<file path="src/rtl/dptr_pkg.sv">
`timescale 1ns/1ps
package dptr_pkg;
  // Which register a given SFR address reaches
  typedef enum logic [1:0] {
    TGT_NONE = 2'd0,
    TGT_LO   = 2'd1,
    TGT_HI   = 2'd2,
    TGT_AUX  = 2'd3
  } sfr_tgt_e;
endpackage

</file>
<file path="src/rtl/dptr_sfr_decode.sv">
`timescale 1ns/1ps
module dptr_sfr_decode #(
  parameter int          ADDR_W   = 8,
  parameter logic [7:0]  LO_ADDR  = 8'h82,
  parameter logic [7:0]  HI_ADDR  = 8'h83,
  parameter logic [7:0]  AUX_ADDR = 8'hA2
) (
  input  logic [ADDR_W-1:0] addr,
  output dptr_pkg::sfr_tgt_e tgt
);
  always_comb begin
    if (addr == ADDR_W'(LO_ADDR))       tgt = dptr_pkg::TGT_LO;
    else if (addr == ADDR_W'(HI_ADDR))  tgt = dptr_pkg::TGT_HI;
    else if (addr == ADDR_W'(AUX_ADDR)) tgt = dptr_pkg::TGT_AUX;
    else                                tgt = dptr_pkg::TGT_NONE;
  end
endmodule

</file>
<file path="src/rtl/dptr_pair.sv">
`timescale 1ns/1ps
module dptr_pair #(
  parameter int DATA_W = 8,
  localparam int PTR_W = 2 * DATA_W
) (
  input  logic              clk,
  input  logic              rst,
  input  logic              wr_lo,
  input  logic              wr_hi,
  input  logic              inc,
  input  logic [DATA_W-1:0] wdata,
  output logic [PTR_W-1:0]  ptr
);
  // A byte write has priority over an increment in the same cycle
  always_ff @(posedge clk) begin
    if (rst) begin
      ptr <= '0;
    end else if (wr_lo) begin
      ptr[DATA_W-1:0] <= wdata;
    end else if (wr_hi) begin
      ptr[PTR_W-1:DATA_W] <= wdata;
    end else if (inc) begin
      ptr <= ptr + PTR_W'(1);
    end
  end
endmodule

</file>
<file path="src/rtl/dptr_sel_reg.sv">
`timescale 1ns/1ps
module dptr_sel_reg #(
  parameter int SEL_W = 1
) (
  input  logic             clk,
  input  logic             rst,
  input  logic             wr,
  input  logic [SEL_W-1:0] wdata,
  output logic [SEL_W-1:0] sel
);
  always_ff @(posedge clk) begin
    if (rst)     sel <= '0;
    else if (wr) sel <= wdata;
  end
endmodule

</file>
<file path="src/rtl/dptr_bank_unit.sv">
`timescale 1ns/1ps
module dptr_bank_unit #(
  parameter int          DATA_W    = 8,
  parameter int          ADDR_W    = 8,
  parameter int          NUM_PAIRS = 2,
  parameter logic [7:0]  LO_ADDR   = 8'h82,
  parameter logic [7:0]  HI_ADDR   = 8'h83,
  parameter logic [7:0]  AUX_ADDR  = 8'hA2,
  localparam int PTR_W = 2 * DATA_W,
  localparam int SEL_W = $clog2(NUM_PAIRS)
) (
  input  logic              clk,
  input  logic              rst,
  input  logic [ADDR_W-1:0] sfr_addr,
  input  logic              sfr_wr,
  input  logic              sfr_rd,
  input  logic [DATA_W-1:0] sfr_wdata,
  output logic [DATA_W-1:0] sfr_rdata,
  input  logic              inc_req,
  output logic [PTR_W-1:0]  dptr_out
);
  dptr_pkg::sfr_tgt_e tgt;
  logic               wr_lo, wr_hi, wr_aux;
  logic [SEL_W-1:0]   sel;
  logic [PTR_W-1:0]   pair_ptr [NUM_PAIRS];

  dptr_sfr_decode #(
    .ADDR_W(ADDR_W), .LO_ADDR(LO_ADDR), .HI_ADDR(HI_ADDR), .AUX_ADDR(AUX_ADDR)
  ) u_dec (
    .addr(sfr_addr),
    .tgt (tgt)
  );

  always_comb begin
    wr_lo  = sfr_wr && (tgt == dptr_pkg::TGT_LO);
    wr_hi  = sfr_wr && (tgt == dptr_pkg::TGT_HI);
    wr_aux = sfr_wr && (tgt == dptr_pkg::TGT_AUX);
  end

  // Reserved upper bits of the control byte are never stored
  dptr_sel_reg #(.SEL_W(SEL_W)) u_sel (
    .clk  (clk),
    .rst  (rst),
    .wr   (wr_aux),
    .wdata(sfr_wdata[SEL_W-1:0]),
    .sel  (sel)
  );

  // Each pair only sees strobes while it is the selected one; the
  // select used here is the value before any same-cycle control write.
  for (genvar i = 0; i < NUM_PAIRS; i++) begin : g_pair
    logic hit;
    assign hit = (sel == SEL_W'(i));
    dptr_pair #(.DATA_W(DATA_W)) u_pair (
      .clk  (clk),
      .rst  (rst),
      .wr_lo(wr_lo && hit),
      .wr_hi(wr_hi && hit),
      .inc  (inc_req && hit),
      .wdata(sfr_wdata),
      .ptr  (pair_ptr[i])
    );
  end

  assign dptr_out = pair_ptr[sel];

  always_comb begin
    sfr_rdata = '0;
    if (sfr_rd) begin
      case (tgt)
        dptr_pkg::TGT_LO:  sfr_rdata = dptr_out[DATA_W-1:0];
        dptr_pkg::TGT_HI:  sfr_rdata = dptr_out[PTR_W-1:DATA_W];
        dptr_pkg::TGT_AUX: sfr_rdata[SEL_W-1:0] = sel;
        default:           sfr_rdata = '0;
      endcase
    end
  end
endmodule

</file>
<file path="config.mk">
export PLATFORM = sky130hd
export DESIGN_NAME = dptr_bank_unit
export DESIGN_NICKNAME = d
export VERILOG_FILES = /design/src/rtl/dptr_pkg.sv /design/src/rtl/dptr_sfr_decode.sv /design/src/rtl/dptr_pair.sv /design/src/rtl/dptr_sel_reg.sv /design/src/rtl/dptr_bank_unit.sv
export SDC_FILE = /design/constraint.sdc
export NUM_CORES = 1
export LEC_CHECK = 0
export BUFFER_PORTS_ARGS = -buffer_cell sky130_fd_sc_hd__buf_2
export CORE_ASPECT_RATIO = 0.75
export CORE_MARGIN = 2
export CORE_UTILIZATION = 56
export DETAILED_ROUTE_END_ITERATION = 7
export PLACE_DENSITY = 0.8
export SLEW_MARGIN = 20
export SYNTH_ARGS = -nofsm -noshare
export SYNTH_HDL_FRONTEND = slang
export SYNTH_SLANG_ARGS = --single-unit
export TNS_END_PERCENT = 30
</file>
<file path="constraint.sdc">
create_clock -name clk -period 3.35 [get_ports clk]
set_input_delay 0.67 -clock clk [delete_from_list [all_inputs] [get_ports clk]]
set_output_delay 0.67 -clock clk [all_outputs]
set_load 0.01 [all_outputs]
</file>
==> impl_metrics.tcl <==
set metrics [dict create \
    status "complete, no violations" \
    synth_ff_type "dfxtp_1" \
    finalSetupTns_ns 0 \
    yosysTopAreaCell "dfxtp_1" \
    r2r_start "u_sel.sel" \
    cts-buffers-inserted 5 \
    synthArstFlopShare_pct 0 \
    grt_max_degree 35 \
    core_area_sq_um 4390 \
    yosys-top-cells-area "dfxtp_1, mux2_2, nand3_1" \
    whs_endpoint "g_pair[1].u_pair.ptr[15]" \
    finalCriticalPeriod_ns 3.08 \
    cp-start-kind "primary input" \
    powerDensity_nw_per_um2 273 \
    root_buffer "clkbuf_8" \
    final_cells 408 \
    synth_edf_count 0 \
    vdd_drop_max_mv 0.185 \
    hp-start "g_pair[1].u_pair.ptr[15]" \
    n_antenna_cell 0 \
    cts_tree "done" \
    initialDrtViolationCount 229 \
    cts_setup_buffers 0 \
    synth_most_common_cell "dfxtp_1" \
    viasPerCell 6.73 \
    synth.distinct_cells 54 \
    hold_depth 2 \
    ys.warnings.count 0 \
    finalCritPeriodShare_pct 91.8 \
    path_class "primary input to output pin" \
    antenna_found_initial 0 \
    reg2reg_slack_ns 1.15 \
    final-setup-viol-count 0 \
    worstReg2RegEnd "g_pair[0].u_pair.ptr[14]" \
    cts_resized 0 \
    layout-drive-gt1-share_pct 24.5 \
    wl_per_cell_um 18.6 \
    yosysSeqAreaShare_pct 26.4 \
    hold_buffers 0 \
    rsz0062_at_grt "false" \
    dieArea_sq_um 5030 \
    grt_pass1_vias 2326 \
    cp_max_fo 9 \
    leakage_uw 0.00101 \
    insertion_delay_ns 0.28 \
    gp_congestion 0.902 \
    nets 378 \
    clock-sinks 33 \
    ys_top_cells_by_count "dfxtp_1, nor2_1, nand3_1, nand2_1, mux2_2" \
    die_w_um 81.2 \
    area_delta_synth_final_pct 14.5 \
    h-tree-depth 2 \
    drt-total-wl_um 7580 \
    slew_headroom_pct 53.3 \
    io_buffers 44 \
    ys_ff_latch 33 \
    first_pass_iters 5 \
    rr_worst_depth 5 \
    antenna_left 0 \
    hold_class "register to register" \
    crit_path_end_kind "output pin" \
    rows 21 \
    hpwlAfterDp_um 5420 \
    drv_cap 0 \
    path_clk_slew_ns 0.07 \
    die_h_um 61.9 \
    synth.top_cell.area_share_pct 26.4 \
    tightest_slew_ns 0.701 \
    grt_first_pass_wirelength_um 11600 \
    synthesis.nets 337 \
    skew_ns 0.00664 \
    track_usage_pct 31.1 \
    syn_area_per_cell_sq_um 8.08 \
    required_ns 2.68 \
    arrival_ns 2.41 \
    clockBufferDepth 2 \
    synthesis.area_sq_um 2500 \
    initial_core_util_pct 57.1 \
    drc 0 \
    vias 2744 \
    maxSlewViolCount 0 \
    dp_cells 401 \
    finalHoldViolations 0 \
    syn_inst 310 \
    fmax_ghz 0.325 \
    grt_overflow_total 0 \
    io_pins 45 \
]
[worst max path at each step]
| stage | start | to | slack (ns) | cells after the start |
|---|---|---|---|---|
| final | sfr_addr[2] | sfr_rdata[0] | 0.27 | 10 |
| after global placement | sfr_addr[2] | g_pair[1].u_pair.ptr[13] | 0.26 | 11 |
| after global routing | sfr_addr[2] | sfr_rdata[0] | 0.09 | 10 |
| after floorplan | sfr_addr[2] | sfr_rdata[0] | 0.35 | 8 |
| after CTS | sfr_addr[2] | sfr_rdata[0] | 0.27 | 10 |
| after detailed placement | sfr_addr[2] | g_pair[1].u_pair.ptr[12] | 0.16 | 11 |
[cell type report]
cell class	count	area, sq um
flip-flops and latches	33	661
fillers	406	1520
repair buffers	54	308
well taps	57	71.3
clock buffers	7	86.3
inverters	7	26.3
multi-input cells	250	1710
[placed cells by master (no fill, tap or decap), drive strengths merged, types with 2 or more instances in the layout]
cell type  instances
buf               54
dfxtp             33
nor2              25
nand3             24
nand2             18
mux2              15
a21oi             14
a211oi            12
or4               12
xor2              11
o21ai             10
a22oi              9
a31oi              9
nand4              9
nor4b              8
o211ai             8
inv                7
clkbuf             7
and2               7
ha                 6
mux2i              5
and3               5
nand3b             4
nor3               4
and4               3
o311ai             3
or4b               3
or3                3
nor3b              3
nor2b              2
a222oi             2
and3b              2
[flip-flops by register name, indices dropped and copies added (netlist names)]
signal	cells
u_sel.sel	1
g_pair.u_pair.ptr	32
[per-layer routing]
layer | vias to the layer above | track usage (%) | wire [um]
li1 | 1279 | - | -
met1 | 1294 | 44.2 | 3390
met2 | 154 | 47.2 | 3260
met3 | 17 | 6.79 | 761
met4 | 0 | 10.7 | 165
met5 | - | 0 | 0
[worst max-delay path: stages]
cell	delay [ns]
buf_2	0.09
nor4b_1	0.27
nand3b_1	0.13
nor2b_1	0.23
inv_1	0.09
ha_1	0.24
buf_4	0.19
a222oi_1	0.25
nor3b_1	0.08
buf_2	0.14
[kinds of logic (layout without fill, tap and decap cells)]
kind of cell             after synthesis  after routing  synth area share [%]
AND/OR/NAND/NOR                      136            136                  31.9
AO/OA/AOI/OAI                         77             77                  20.9
flip-flops                            33             33                  26.4
buffers and inverters                 27             68                  5.15
multiplexers                          20             20                  8.75
XOR/XNOR                              11             11                  3.85
adder cells (fa/ha/maj)                6              6                  3.00
[per-stage QoR]
step / area (sq um) / setup slack [ns] / hold WS, ns / power [uW] / utilization [%]
4_1_cts: 2870 / 0.270 / 0.518 / 783 / 65.3
2_1_floorplan: 2500 / 0.346 / 0.473 / 445 / -
3_5_place_dp: 2780 / 0.162 / 0.505 / 479 / 63.4
3_3_place_gp: 2780 / 0.258 / 0.499 / 478 / 63.4
5_1_grt: 2870 / 0.0888 / 0.534 / 808 / 65.3
6_report: 2870 / 0.274 / 0.518 / 784 / 65.3
[power breakdown]
part / total (uW) / switching [uW] / internal [uW] / leakage (uW)
clock: 311 / 148 / 163 / 0.0000443
combinational: 72.0 / 44.6 / 27.4 / 0.000700
sequential: 401 / 5.23 / 396 / 0.000266
total: 784 / 197 / 587 / 0.00101
Power figures use the tool's default switching activity.
